### src/rtl/lms_seq_pkg.sv
// Package: shared state encoding for the pulse-train LMS sequencer.
// Assumes nothing beyond a single clock domain.
package lms_seq_pkg;

    typedef enum logic [2:0] {
        ST_IDLE,
        ST_CAPT,
        ST_WGT,
        ST_GUARD,
        ST_HIGH,
        ST_GAP,
        ST_DONE
    } seq_state_t;

endpackage

### src/rtl/lms_seq_capture.sv
// Sample capture: accumulates N_SAMP ADC codes after a clear and presents
// their mean. Assumes N_SAMP is a power of two so the mean is a shift.
module lms_seq_capture #(
    parameter int DW     = 12,
    parameter int N_SAMP = 8
) (
    input  logic          clk,
    input  logic          rst_n,
    input  logic          clear,
    input  logic          take,
    input  logic [DW-1:0] data,
    output logic          filled,
    output logic [DW-1:0] mean
);
    localparam int LOG2N = $clog2(N_SAMP);
    localparam int AW    = DW + LOG2N;
    localparam int NCW   = $clog2(N_SAMP + 1);

    logic [AW-1:0]  acc;
    logic [NCW-1:0] left;

    // Down-count the remaining samples and accumulate each accepted code.
    always_ff @(posedge clk) begin
        if (!rst_n) begin
            acc  <= '0;
            left <= '0;
        end else if (clear) begin
            acc  <= '0;
            left <= NCW'(N_SAMP);
        end else if (take && left != '0) begin
            acc  <= acc + AW'(data);
            left <= left - 1'b1;
        end
    end

    assign filled = (left == '0);
    assign mean   = acc[AW-1:LOG2N];
endmodule

### src/rtl/lms_seq_step.sv
// Step calculator: forms floor(2*(desired-mean)*x / 2^mu), returns its sign
// and its magnitude clipped to the pulse ceiling. Purely combinational.
module lms_seq_step #(
    parameter int DW = 12,
    parameter int CW = 8,
    parameter int SW = 4
) (
    input  logic          [DW-1:0] mean,
    input  logic          [DW-1:0] desired,
    input  logic signed   [DW-1:0] x_in,
    input  logic          [SW-1:0] mu,
    input  logic          [CW-1:0] max_p,
    output logic                   neg,
    output logic          [CW-1:0] mag
);
    localparam int PW = 2 * DW + 2;

    logic signed [DW:0]   diff;
    logic signed [PW-1:0] diff_e;
    logic signed [PW-1:0] x_e;
    logic signed [PW-1:0] prod2;
    logic signed [PW-1:0] scaled;
    logic        [PW-1:0] mag_full;

    // Signed error, doubled product and learning-rate shift.
    always_comb begin
        diff     = $signed({1'b0, desired}) - $signed({1'b0, mean});
        diff_e   = PW'(diff);
        x_e      = PW'(x_in);
        prod2    = (diff_e * x_e) <<< 1;
        scaled   = prod2 >>> mu;
        neg      = scaled[PW-1];
        mag_full = neg ? PW'(-scaled) : PW'(scaled);
    end

    // Clip the magnitude to the programmed ceiling.
    always_comb begin
        if (mag_full > PW'(max_p)) mag = max_p;
        else                       mag = mag_full[CW-1:0];
    end
endmodule

### src/rtl/lms_seq_timer.sv
// Interval timer: loads a count and counts down to zero. Loading N-1 marks
// an interval of N cycles. Assumes load values fit in TMW bits.
module lms_seq_timer #(
    parameter int TMW = 8
) (
    input  logic           clk,
    input  logic           rst_n,
    input  logic           load,
    input  logic [TMW-1:0] load_val,
    output logic           expired
);
    logic [TMW-1:0] cnt;

    // Reload on request, otherwise count down and hold at zero.
    always_ff @(posedge clk) begin
        if (!rst_n)            cnt <= '0;
        else if (load)         cnt <= load_val;
        else if (cnt != '0)    cnt <= cnt - 1'b1;
    end

    assign expired = (cnt == '0);
endmodule

### src/rtl/lms_pulse_seq.sv
// Pulse-train LMS weight update sequencer (top).
// Runs one adaptation pass: capture N_SAMP codes, then for each weight from
// the highest index down, select a branch switch by step sign and issue
// min(|step|, max_pulses) pulses of PULSE_CYC cycles, with GUARD_CYC low
// cycles around every pulse. Assumes N_SAMP a power of two, GUARD_CYC >= 1,
// PULSE_CYC >= 1, NUM_CH*NUM_TAP >= 2.
module lms_pulse_seq #(
    parameter int NUM_CH    = 4,
    parameter int NUM_TAP   = 3,
    parameter int N_SAMP    = 8,
    parameter int DW        = 12,
    parameter int CW        = 8,
    parameter int SW        = 4,
    parameter int PULSE_CYC = 125,
    parameter int GUARD_CYC = 2,
    localparam int NW       = NUM_CH * NUM_TAP,
    localparam int IW       = $clog2(NW),
    localparam int KW       = $clog2(NW + 1),
    localparam int TW       = CW + KW
) (
    input  logic             clk,
    input  logic             rst_n,
    input  logic             start,
    input  logic             smp_valid,
    input  logic [DW-1:0]    smp_data,
    input  logic [DW-1:0]    desired,
    input  logic [NW*DW-1:0] x_vec,
    input  logic [SW-1:0]    mu_shift,
    input  logic [CW-1:0]    max_pulses,
    output logic             sel_pos,
    output logic             sel_neg,
    output logic             pulse,
    output logic [IW-1:0]    weight_idx,
    output logic             busy,
    output logic             done,
    output logic [TW-1:0]    pulse_total
);
    import lms_seq_pkg::*;

    localparam int TMAX = (PULSE_CYC > GUARD_CYC) ? PULSE_CYC : GUARD_CYC;
    localparam int TMW  = $clog2(TMAX + 1);
    localparam logic [TMW-1:0] PULSE_LD = TMW'(PULSE_CYC - 1);
    localparam logic [TMW-1:0] GUARD_LD = TMW'(GUARD_CYC - 1);

    seq_state_t          state;
    logic [DW-1:0]       des_q;
    logic [NW*DW-1:0]    x_q;
    logic [SW-1:0]       mu_q;
    logic [CW-1:0]       maxp_q;
    logic [KW-1:0]       wcnt;
    logic [CW-1:0]       rem;
    logic [DW-1:0]       mean;
    logic                filled;
    logic                cap_clear;
    logic                cap_take;
    logic                step_neg;
    logic [CW-1:0]       step_mag;
    logic signed [DW-1:0] x_cur;
    logic                tmr_load;
    logic [TMW-1:0]      tmr_val;
    logic                tmr_exp;
    logic                accept;

    assign accept     = (state == ST_IDLE) && start;
    assign cap_clear  = accept;
    assign cap_take   = (state == ST_CAPT) && smp_valid;
    assign weight_idx = IW'(wcnt - 1'b1);
    assign x_cur      = x_q[int'(weight_idx) * DW +: DW];
    assign pulse      = (state == ST_HIGH);
    assign busy       = (state != ST_IDLE);
    assign done       = (state == ST_DONE);

    lms_seq_capture #(.DW(DW), .N_SAMP(N_SAMP)) u_capture (
        .clk    (clk),
        .rst_n  (rst_n),
        .clear  (cap_clear),
        .take   (cap_take),
        .data   (smp_data),
        .filled (filled),
        .mean   (mean)
    );

    lms_seq_step #(.DW(DW), .CW(CW), .SW(SW)) u_step (
        .mean    (mean),
        .desired (des_q),
        .x_in    (x_cur),
        .mu      (mu_q),
        .max_p   (maxp_q),
        .neg     (step_neg),
        .mag     (step_mag)
    );

    lms_seq_timer #(.TMW(TMW)) u_timer (
        .clk      (clk),
        .rst_n    (rst_n),
        .load     (tmr_load),
        .load_val (tmr_val),
        .expired  (tmr_exp)
    );

    // Choose when the interval timer restarts and for how long.
    always_comb begin
        tmr_load = 1'b0;
        tmr_val  = '0;
        unique case (state)
            ST_WGT:   if (step_mag != '0) begin tmr_load = 1'b1; tmr_val = GUARD_LD; end
            ST_GUARD: if (tmr_exp)        begin tmr_load = 1'b1; tmr_val = PULSE_LD; end
            ST_HIGH:  if (tmr_exp)        begin tmr_load = 1'b1; tmr_val = GUARD_LD; end
            ST_GAP:   if (tmr_exp && rem != '0) begin tmr_load = 1'b1; tmr_val = PULSE_LD; end
            default:  ;
        endcase
    end

    // Pass sequencing: capture, per-weight select/pulse train, end strobe.
    always_ff @(posedge clk) begin
        if (!rst_n) begin
            state       <= ST_IDLE;
            des_q       <= '0;
            x_q         <= '0;
            mu_q        <= '0;
            maxp_q      <= '0;
            wcnt        <= '0;
            rem         <= '0;
            sel_pos     <= 1'b0;
            sel_neg     <= 1'b0;
            pulse_total <= '0;
        end else begin
            unique case (state)
                ST_IDLE: if (start) begin
                    des_q       <= desired;
                    x_q         <= x_vec;
                    mu_q        <= mu_shift;
                    maxp_q      <= max_pulses;
                    pulse_total <= '0;
                    state       <= ST_CAPT;
                end
                ST_CAPT: if (filled) begin
                    wcnt  <= KW'(NW);
                    state <= ST_WGT;
                end
                ST_WGT: begin
                    if (step_mag == '0) begin
                        wcnt  <= wcnt - 1'b1;
                        state <= (wcnt == KW'(1)) ? ST_DONE : ST_WGT;
                    end else begin
                        sel_pos <= !step_neg;
                        sel_neg <= step_neg;
                        rem     <= step_mag;
                        state   <= ST_GUARD;
                    end
                end
                ST_GUARD: if (tmr_exp) begin
                    pulse_total <= pulse_total + 1'b1;
                    state       <= ST_HIGH;
                end
                ST_HIGH: if (tmr_exp) begin
                    rem   <= rem - 1'b1;
                    state <= ST_GAP;
                end
                ST_GAP: if (tmr_exp) begin
                    if (rem != '0) begin
                        pulse_total <= pulse_total + 1'b1;
                        state       <= ST_HIGH;
                    end else begin
                        sel_pos <= 1'b0;
                        sel_neg <= 1'b0;
                        wcnt    <= wcnt - 1'b1;
                        state   <= (wcnt == KW'(1)) ? ST_DONE : ST_WGT;
                    end
                end
                ST_DONE: state <= ST_IDLE;
                default: state <= ST_IDLE;
            endcase
        end
    end
endmodule

### config.mk
export PLATFORM = sky130hd
export DESIGN_NAME = lms_pulse_seq
export DESIGN_NICKNAME = d
export VERILOG_FILES = /design/src/rtl/lms_seq_pkg.sv /design/src/rtl/lms_seq_capture.sv /design/src/rtl/lms_seq_step.sv /design/src/rtl/lms_seq_timer.sv /design/src/rtl/lms_pulse_seq.sv
export SDC_FILE = /design/constraint.sdc
export NUM_CORES = 1
export LEC_CHECK = 0
export ABC_AREA = 1
export BUFFER_PORTS_ARGS = -buffer_cell sky130_fd_sc_hd__buf_2
export CELL_PAD_IN_SITES_DETAIL_PLACEMENT = 0
export CELL_PAD_IN_SITES_GLOBAL_PLACEMENT = 1
export CORE_ASPECT_RATIO = 1.5
export CORE_UTILIZATION = 47
export CTS_CLUSTER_SIZE = 8
export DETAILED_ROUTE_END_ITERATION = 8
export PLACE_DENSITY = 0.92
export SKIP_CTS_REPAIR_TIMING = 1
export SLEW_MARGIN = 20
export SYNTH_ARGS = -nofsm -noshare
export SYNTH_HDL_FRONTEND = slang
export SYNTH_SLANG_ARGS = --single-unit
### constraint.sdc
create_clock -name clk -period 17.28 [get_ports clk]
set_clock_uncertainty 0.15 [all_clocks]
set_input_delay 3.456 -clock clk [delete_from_list [all_inputs] [get_ports clk]]
set_output_delay 3.456 -clock clk [all_outputs]
set_load 0.1 [all_outputs]
==> flow_summary_export.csv, run 1 <==
group,metric,value,unit
cts,cts_made_buffers,34,
route,avgViaCountPerCell,5.38,
synth,synth.area.top_cells,"dfxtp_1 22%, fa_1 15%, nand2_1 9.5%",
setup_path,startpoint_type,"flop",
setup_path,cp_top_family,"simple AND/OR/NAND/NOR gates",
synth,synth-edff-count,0,
setup_path,critPathMaxFanout,82,
synth,synthCells,3032,
finish,multiInputGateArea,13300,um2
timing,hold_violations,0,
synth,synthSimpleGateAreaFrac,28.8,%
placed_design,gp_congestion,1.01,
grt,grt-ovfl-total,0,
timing,finalSetupViolations,0,
cts,htree_levels,2,
setup_path,r2r-end,"wcnt[2]",
route,ant_nets,0,
placed_design,io_buffers,204,
synth,synth_top_area_share,22.1,%
route,drc,0,
synth,synthTopCellsByCount,"512 x nand2_1, 453 x inv_1, 367 x nor2_1",
route,route.detailed.wl_per_inst,17.0,um
floorplanning,io_pins,205,
timing,final.setup.tns,0,ns
route,drt_iter0_drc,1200,
cts,clock-root-buffer,"clkbuf_16",
timing,period_needed,12.29,ns
finish,fillers,4333,
cts,path_clk_slew,0.05,ns
floorplanning,core,42100,um2
synth,synth_area_leader_cell,"dfxtp_1",
floorplanning,core.rowCount,92,
route,routed_wl,63500,um
setup_path,cp.depth,57,
grt,grt_usage,29.5,%
timing,max_freq,81.4,MHz
setup_path,slowest_stage,"fa_1",
setup_path,worstSetupPathType,"flop to flop",
synth,async_flop_share,0,%
floorplanning,die_y,256,um
setup_path,worstSetupEndpoint,"wcnt[2]",
setup_path,crit_path_end_kind,"flop",
synth,ys_seq_area_share,22.1,%
finish,areaGrowthSynthToFinish,11.4,%
cts,insertion_delay,0.53,ns
synth,synth_top_family_by_area,"simple AND/OR/NAND/NOR gates",
finish,layout-drive-gt1-share,11.6,%
setup_path,crit_arrival,12.53,ns
grt,antenna_found_initial,2,
timing,slew_violations,0,
floorplanning,die-width,171,um
synth,yosys_register_bits,223,
cts,cts_num_sinks,223,
synth,yosys_warnings,0,
flow_run,max_cap_viol_count,0,
placed_design,post-dp-hpwl,49700,um
setup_path,critPathLaunch,"wcnt[0]",
synth,synth_flop_cell,"dfxtp_1",
timing,rsz0062_at_grt,"no",
route,dr.pass1.iters,6,
setup_path,r2r_start,"wcnt[0]",
synth,synth.most_common_cell,"nand2_1",
timing,tightest_slew,1.05,ns
finish,final_nets,3582,
grt,grt_pass1_vias,19900,
grt,grt_start_max_net_pins,166,
hold_path,min_path_type,"flop to flop",
synth,syn-cell-area,20200,um2
cts,cts_tree,"yes",
timing,slew_headroom,29.8,%
floorplanning,initial_core_util,47.9,%
synth,postSynthAreaPerCell,6.65,um2
run_status,outcome,"finished, final reports clean",
setup_path,critPathMaxStageDelay,0.78,ns
setup_path,crit_path_frequent_cell,"nand2_1",
finish,final-seq-area,4470,um2
floorplanning,die_area,43800,um2
synth,synth.distinct_cells,49,
setup_path,reg2reg_depth,57,
setup_path,worstPathRequired,17.52,ns
synth,synth_fa_ha_area_share,20.7,%
synth,synth_compound_area_share,14.7,%
route,vias,20000,
cts,cts_buffer_depth,3,
synth,synthMuxAreaShare,0,%
timing,min_period_over_period,71.1,%
synth,synth-xor-area-share,1.85,%
setup_path,r2r_slack,4.99,ns
synth,synth_nets,3459,
grt,grt_pass1_wl,102000,um
setup_path,crit_buf_inv,10,
worst reg2reg max path, delay by kind of cell, from the launching register on:
family                   cells  cell delay (ns)
flip-flops                   1             0.32
AO/OA/AOI/OAI                9             1.08
XOR/XNOR                     1             0.21
AND/OR/NAND/NOR             29             4.28
adder cells (fa/ha/maj)      8             4.00
buffers and inverters       10             2.10
per-layer routing:
layer | share of wire (%) | GRT usage [%] | up-vias
met5 | 0 | 0 | -
met4 | 6.4 | 17.6 | 0
met3 | 4.5 | 3.77 | 199
met2 | 51 | 52.8 | 610
met1 | 38 | 33.0 | 9328
li1 | - | - | 9905
layout make-up:
cell class	count	area share, %
multi-input combinational	2188	59.3
sequential	223	19.9
inverter	483	8.10
timing repair buffer	225	5.25
clock buffer	35	3.85
tap	564	3.14
clock inverter	5	0.434
antenna	2	0.0223
cells by family (layout without fill, tap and decap cells):
kind of cell | Yosys count | after routing
AO/OA/AOI/OAI | 578 | 578
XOR/XNOR | 41 | 41
adder cells (fa/ha/maj) | 243 | 243
buffers and inverters | 621 | 748
flip-flops | 223 | 223
other | 0 | 2
AND/OR/NAND/NOR | 1326 | 1326
cell usage in the layout (no fill, tap or decap), types with 92 or more instances in the layout:
master / n
o21ai_0: 297
fa_1: 151
dfxtp_1: 222
buf_2: 203
a21oi_1: 246
inv_1: 452
nand3_1: 327
nor2_1: 366
ha_1: 92
nand2_1: 512
worst min path at each step:
stage	startpoint	endpoint	slack, ns	depth (start not counted)
5_1_grt	x_q[80]	x_q[80]	0.31	2
3_5_place_dp	x_q[80]	x_q[80]	0.29	2
4_1_cts	x_q[80]	x_q[80]	0.30	2
6_report	x_q[33]	x_q[33]	0.30	2
3_3_place_gp	x_q[66]	x_q[66]	0.28	2
2_1_floorplan	x_q[12]	x_q[12]	0.27	2
registers in the layout, summed over array words and instances, names as in the netlist:
signal	cells
u_capture.left	4
sel_neg	1
maxp_q	8
des_q	12
sel_pos	1
u_timer.cnt	7
pulse_total	12
rem	8
wcnt	4
mu_q	4
u_capture.acc	15
x_q	144
state	3
per-stage QoR:
stage / hold WS [ns] / util (%) / worst slack [ns] / std cells / cell area, um2
3_5_place_dp: 0.289 / 51.0 / 5.10 / 3683 / 21500
2_1_floorplan: 0.274 / - / 5.48 / 3032 / 20200
5_1_grt: 0.309 / 53.3 / 4.10 / 3725 / 22500
3_3_place_gp: 0.285 / 51.0 / 5.31 / 3683 / 21500
4_1_cts: 0.296 / 53.3 / 5.05 / 3723 / 22500
6_report: 0.296 / 53.3 / 4.99 / 3725 / 22500
Power of run 1 is not shown: default switching activity piles up to over one toggle a cycle in this logic, so the estimate is an artifact.
==> run 2: changes to the inputs <==
ABC_AREA = 0   (was 1)
CORE_UTILIZATION = 46   (was 47)
PLACE_DENSITY = 0.87   (was 0.92)
clock period = 12 ns   (was 17.28 ns; I/O delays follow)
==> run 2 against run 1 <==
  * Fmax grew 5.7%
  * Routed wire length grew 0.94%
  * Non-clock buffer count grew 137
  * Via count shrank 4.3%
  * Cell count shrank 11%
  * First-iteration DRC count shrank 15%
  * Utilization grew 1.8 points
  * Critical path depth shrank 5
  * Synthesized cell count shrank 17%
  * The flow now finishes with violations (DRC)
==> flow_summary_export.csv, run 2 <==
group,metric,value,unit
synth,synthCells,2502,
placed_design,post-dp-hpwl,49700,um
route,drc,2,
synth,synth_flop_cell,"dfxtp_1",
floorplanning,die_y,258,um
grt,grt_usage,28.2,%
setup_path,r2r_start,"u_capture.acc[4]",
synth,synth.distinct_cells,108,
placed_design,dp_slack,-0.110,ns
finish,top_regs,"x_q: 144 flops, u_capture.acc: 15 flops",
setup_path,crit_buf_inv,10,
hold_path,hp-start,"x_q[2]",
finish,largest_register_ffs,144,
run_status,failed_checks,"DRC",
cts,path_clk_slew,0.05,ns
cts,cts_tree,"yes",
cts,cts_num_sinks,223,
route,vias,19200,
grt,grt_pass1_wl,101000,um
synth,syn-cell-area,20200,um2
setup_path,crit_path_end_kind,"flop",
timing,min_period_over_period,96.9,%
setup_path,worstSetupPathType,"flop to flop",
floorplanning,core.rowCount,93,
timing,hold_violations,0,
timing,max_freq,86.0,MHz
synth,synth_top_area_share,22.1,%
route,dr.pass1.iters,8,
finish,layout_common_cells,"485 x nand2_1, 241 x a21oi_1, 228 x inv_1",
route,drt_iter0_drc,1021,
route,routed_wl,64100,um
setup_path,critPathMaxStageDelay,0.55,ns
setup_path,crit_arrival,11.84,ns
synth,async_flop_share,0,%
finish,utilization,55.2,%
route,ant_nets,0,
grt,grt-ovfl-total,0,
synth,yosys_warnings,0,
setup_path,startpoint_type,"flop",
setup_path,crit_path_frequent_cell,"a21o_1",
flow_run,max_cap_viol_count,0,
placed_design,io_buffers,204,
hold_path,worstHoldEndpoint,"x_q[2]",
synth,ys_seq_area_share,22.1,%
cts,cts_made_buffers,34,
finish,areaGrowthSynthToFinish,17.8,%
placed_design,gp_congestion,0.963,
synth,synth-edff-count,0,
setup_path,slowest_stage,"fa_1",
cts,htree_levels,2,
synth,synth.area.top_cells,"dfxtp_1 22%, fa_1 15%, nand2_1 9.0%",
floorplanning,io_pins,205,
synth,postSynthAreaPerCell,8.06,um2
setup_path,reg2reg_depth,52,
synth,synth.most_common_cell,"nand2_1",
setup_path,critPathLaunch,"u_capture.acc[4]",
setup_path,r2r_slack,0.38,ns
timing,slew_violations,0,
cts,cts_buffer_depth,3,
synth,yosys_register_bits,223,
route,avgViaCountPerCell,5.77,
finish,top_register,"x_q",
timing,slew_headroom,15.0,%
floorplanning,initial_core_util,46.8,%
floorplanning,die_area,44700,um2
route,route.detailed.wl_per_inst,19.3,um
synth,synth_area_leader_cell,"dfxtp_1",
hold_path,min_path_type,"flop to flop",
setup_path,critPathMaxFanout,9,
floorplanning,die-width,173,um
finish,layout-drive-gt1-share,20.7,%
setup_path,worstPathRequired,12.22,ns
finish,final_nets,3178,
timing,tightest_slew,1.26,ns
setup_path,cp_top_family,"compound AO/OA/AOI/OAI gates",
run_status,outcome,"finished, violations left",
grt,grt_start_max_net_pins,98,
floorplanning,core,43100,um2
setup_path,r2r-end,"wcnt[0]",
cts,insertion_delay,0.53,ns
hold_path,hold_depth,2,
timing,setup_ws,0.378,ns
grt,antenna_found_initial,4,
timing,period_needed,11.62,ns
finish,final_common_cell,"nand2_1",
cts,clock-root-buffer,"clkbuf_16",
timing,finalSetupViolations,0,
timing,whs,0.297,ns
synth,synth_nets,2929,
grt,grt_pass1_vias,19300,
synth,synthTopCellsByCount,"486 x nand2_1, 246 x a21oi_1, 231 x inv_1",
==> run 2: worst max-delay path by stage <==
| stage | endpoint | slack [ns] | cells after the start |
|---|---|---|---|
| after floorplan | u_timer.cnt[2] | 0.02 | 49 |
| after global placement | wcnt[2] | 0.14 | 53 |
| after detailed placement | u_timer.cnt[3] | -0.11 | 53 |
| after CTS | u_timer.cnt[3] | -0.16 | 53 |
| after global routing | wcnt[2] | -0.12 | 54 |
| final | wcnt[0] | 0.38 | 52 |
==> run 2: worst min-delay path, cell delays in order (launching register included) <==
cell     delay (ns)
dfxtp_1        0.30
nand2_1        0.05
a21oi_1        0.05
==> run 2: stage by stage <==
step / cell area [um2] / instances / setup TNS [ns]
6_report: 23800 / 3325 / 0
5_1_grt: 23800 / 3324 / -1.66
4_1_cts: 23200 / 3308 / -1.13
3_5_place_dp: 22300 / 3269 / -0.630
3_3_place_gp: 22300 / 3269 / 0
2_1_floorplan: 20200 / 2502 / 0
==> run 2: area by class of cell <==
cell class	instances	area, um2
Antenna cell	1	2.50
Clock buffer	35	876
Clock inverter	4	42.5
Fill cell	4134	19300
Inverter	234	891
Multi-Input combinational cell	1896	14500
Sequential cell	223	4470
Tap cell	570	713
Timing Repair Buffer	362	2230
==> run 2: metal layers <==
metal  vias to the layer above  share of wire [%]  track usage, %
met1                      9273                 37            30.3
met5                         -              0.066               0
met2                       644                 52            52.6
met4                         6                5.9            16.8
li1                       9046                  -               -
met3                       207                4.7            3.84
==> run 2: logic make-up (layout without fill, tap and decap cells) <==
logic type / after synthesis / in the layout / share of synthesized area (%)
xor+xnor: 82 / 82 / 3.56
mux: 79 / 79 / 6.74
compound gates: 573 / 573 / 18.8
fa+ha+maj: 243 / 243 / 20.7
other cells: 0 / 1 / 0
flops: 223 / 223 / 22.1
simple gates: 919 / 919 / 20.1
buf+inv: 383 / 635 / 7.90
Power of run 2 is left out for the same reason.
==> run 3: changes to the inputs <==
PLACE_DENSITY = not set   (was 0.87)
PLACE_DENSITY_LB_ADDON = 0.1   (was not set)
==> run 3 against run 2 <==
  * The flow now finishes without violations
  * Final area is essentially flat
  * Fmax increased by 1.6%
  * Die area unchanged
  * Clock-buffer cell count is 1 higher
  * Critical path type unchanged
  * Flip-flop and latch count stayed put
  * Register-to-register slack improved by 0.19 ns
  * Largest cell class unchanged
  * Cell count fell by 0.36%
  * Non-clock buffer count decreased by 18
  * Routed wire length increased by 1.7%
  * Sequential share of layout area about the same
  * First-iteration DRC count is 0.69% lower
==> flow_summary_export.csv, run 3 (synthesis results as in run 2) <==
group,metric,value,unit
run_status,outcome,"finished, final reports clean",
route,avgViaCountPerCell,5.75,
setup_path,worstSetupPathType,"flop to flop",
setup_path,startpoint_type,"flop",
setup_path,crit_path_frequent_cell,"a21o_1",
floorplanning,core,43100,um2
timing,period_needed,11.43,ns
timing,slew_headroom,30.0,%
floorplanning,core.rowCount,93,
timing,finalSetupViolations,0,
cts,path_clk_slew,0.05,ns
cts,cts_tree,"yes",
setup_path,critPathMaxStageDelay,0.60,ns
finish,layout_common_cells,"483 x nand2_1, 242 x a21oi_1, 224 x inv_1",
grt,grt_start_max_net_pins,130,
floorplanning,die_area,44700,um2
route,ant_nets,0,
grt,grt_pass1_wl,103000,um
placed_design,io_buffers,204,
hold_path,min_path_type,"flop to flop",
setup_path,crit_buf_inv,10,
finish,areaGrowthSynthToFinish,17.8,%
cts,htree_levels,2,
timing,tightest_slew,1.05,ns
floorplanning,die_y,258,um
timing,max_freq,87.5,MHz
route,vias,19100,
finish,top_register,"x_q",
floorplanning,io_pins,205,
setup_path,cp_top_family,"adder cells",
grt,grt_pass1_vias,19400,
setup_path,crit_arrival,11.64,ns
floorplanning,initial_core_util,46.8,%
grt,antenna_found_initial,10,
cts,cts_num_sinks,223,
finish,final_nets,3161,
cts,clock-root-buffer,"clkbuf_16",
cts,insertion_delay,0.52,ns
route,dr.pass1.iters,6,
placed_design,post-dp-hpwl,50600,um
route,route.detailed.wl_per_inst,19.7,um
placed_design,gp_congestion,0.927,
finish,largest_register_ffs,144,
timing,whs,0.301,ns
setup_path,worstPathRequired,12.20,ns
setup_path,critPathMaxFanout,12,
finish,top_regs,"x_q: 144 flops, u_capture.acc: 15 flops",
finish,layout-drive-gt1-share,20.5,%
grt,grt-ovfl-total,0,
finish,finalNonFillerCells,3313,
timing,min_period_over_period,95.3,%
timing,slew_violations,0,
flow_run,max_cap_viol_count,0,
route,routed_wl,65100,um
placed_design,placed_cells,3245,
setup_path,crit_path_end_kind,"flop",
route,drt_iter0_drc,1014,
grt,grt_usage,28.9,%
finish,final_common_cell,"nand2_1",
cts,cts_made_buffers,34,
route,drc,0,
cts,cts_buffer_depth,3,
setup_path,slowest_stage,"mux4_2",
floorplanning,die-width,173,um
timing,hold_violations,0,
timing,final.setup.tns,0,ns
setup_path,r2r_slack,0.57,ns
run 3: cell types whose count changed in the layout (fill, tap and decap cells not counted), sizes merged:
cell	before	now
buf	362	344
bufinv	0	2
clkbuf	35	36
clkinvlp	2	1
diode	1	5
inv	232	231
mux2	9	10
run 3: layer usage:
layer / global-route usage (%) / part of all wire [%]
met5: 0 / 0.11
met4: 14.2 / 4.8
met3: 3.71 / 4.6
met2: 54.0 / 52
met1: 32.1 / 38
run 3: worst min-delay path: stages, from the launching register on:
cell,delay [ns]
dfxtp_1,0.30
nand2_1,0.05
a21oi_1,0.05
run 3: area by class of cell:
cell class	instances	area, um2
fill	4182	19300
multi-input combinational	1897	14600
sequential	223	4470
timing repair buffer	344	2140
inverter	234	890
clock buffer	36	880
tap	570	713
clock inverter	4	92.6
antenna	5	12.5
run 3: path summary, 6_finish.rpt:
path	from	cells after the start	to
min	x_q[118]	2	x_q[118]
max reg2reg	u_capture.acc[3]	46	wcnt[3]
max	u_capture.acc[3]	46	wcnt[3]
min reg2reg	x_q[118]	2	x_q[118]
run 3: stage by stage:
stage,setup WS [ns],util (%),cell area (um2)
floorplan,0.0190,-,20200
global route,-0.0363,55.2,23700
CTS,-0.0908,53.7,23100
global placement,0.110,51.5,22200
finish,0.566,55.2,23800
detailed placement,-0.0533,51.5,22200
Power of run 3 is left out for the same reason.
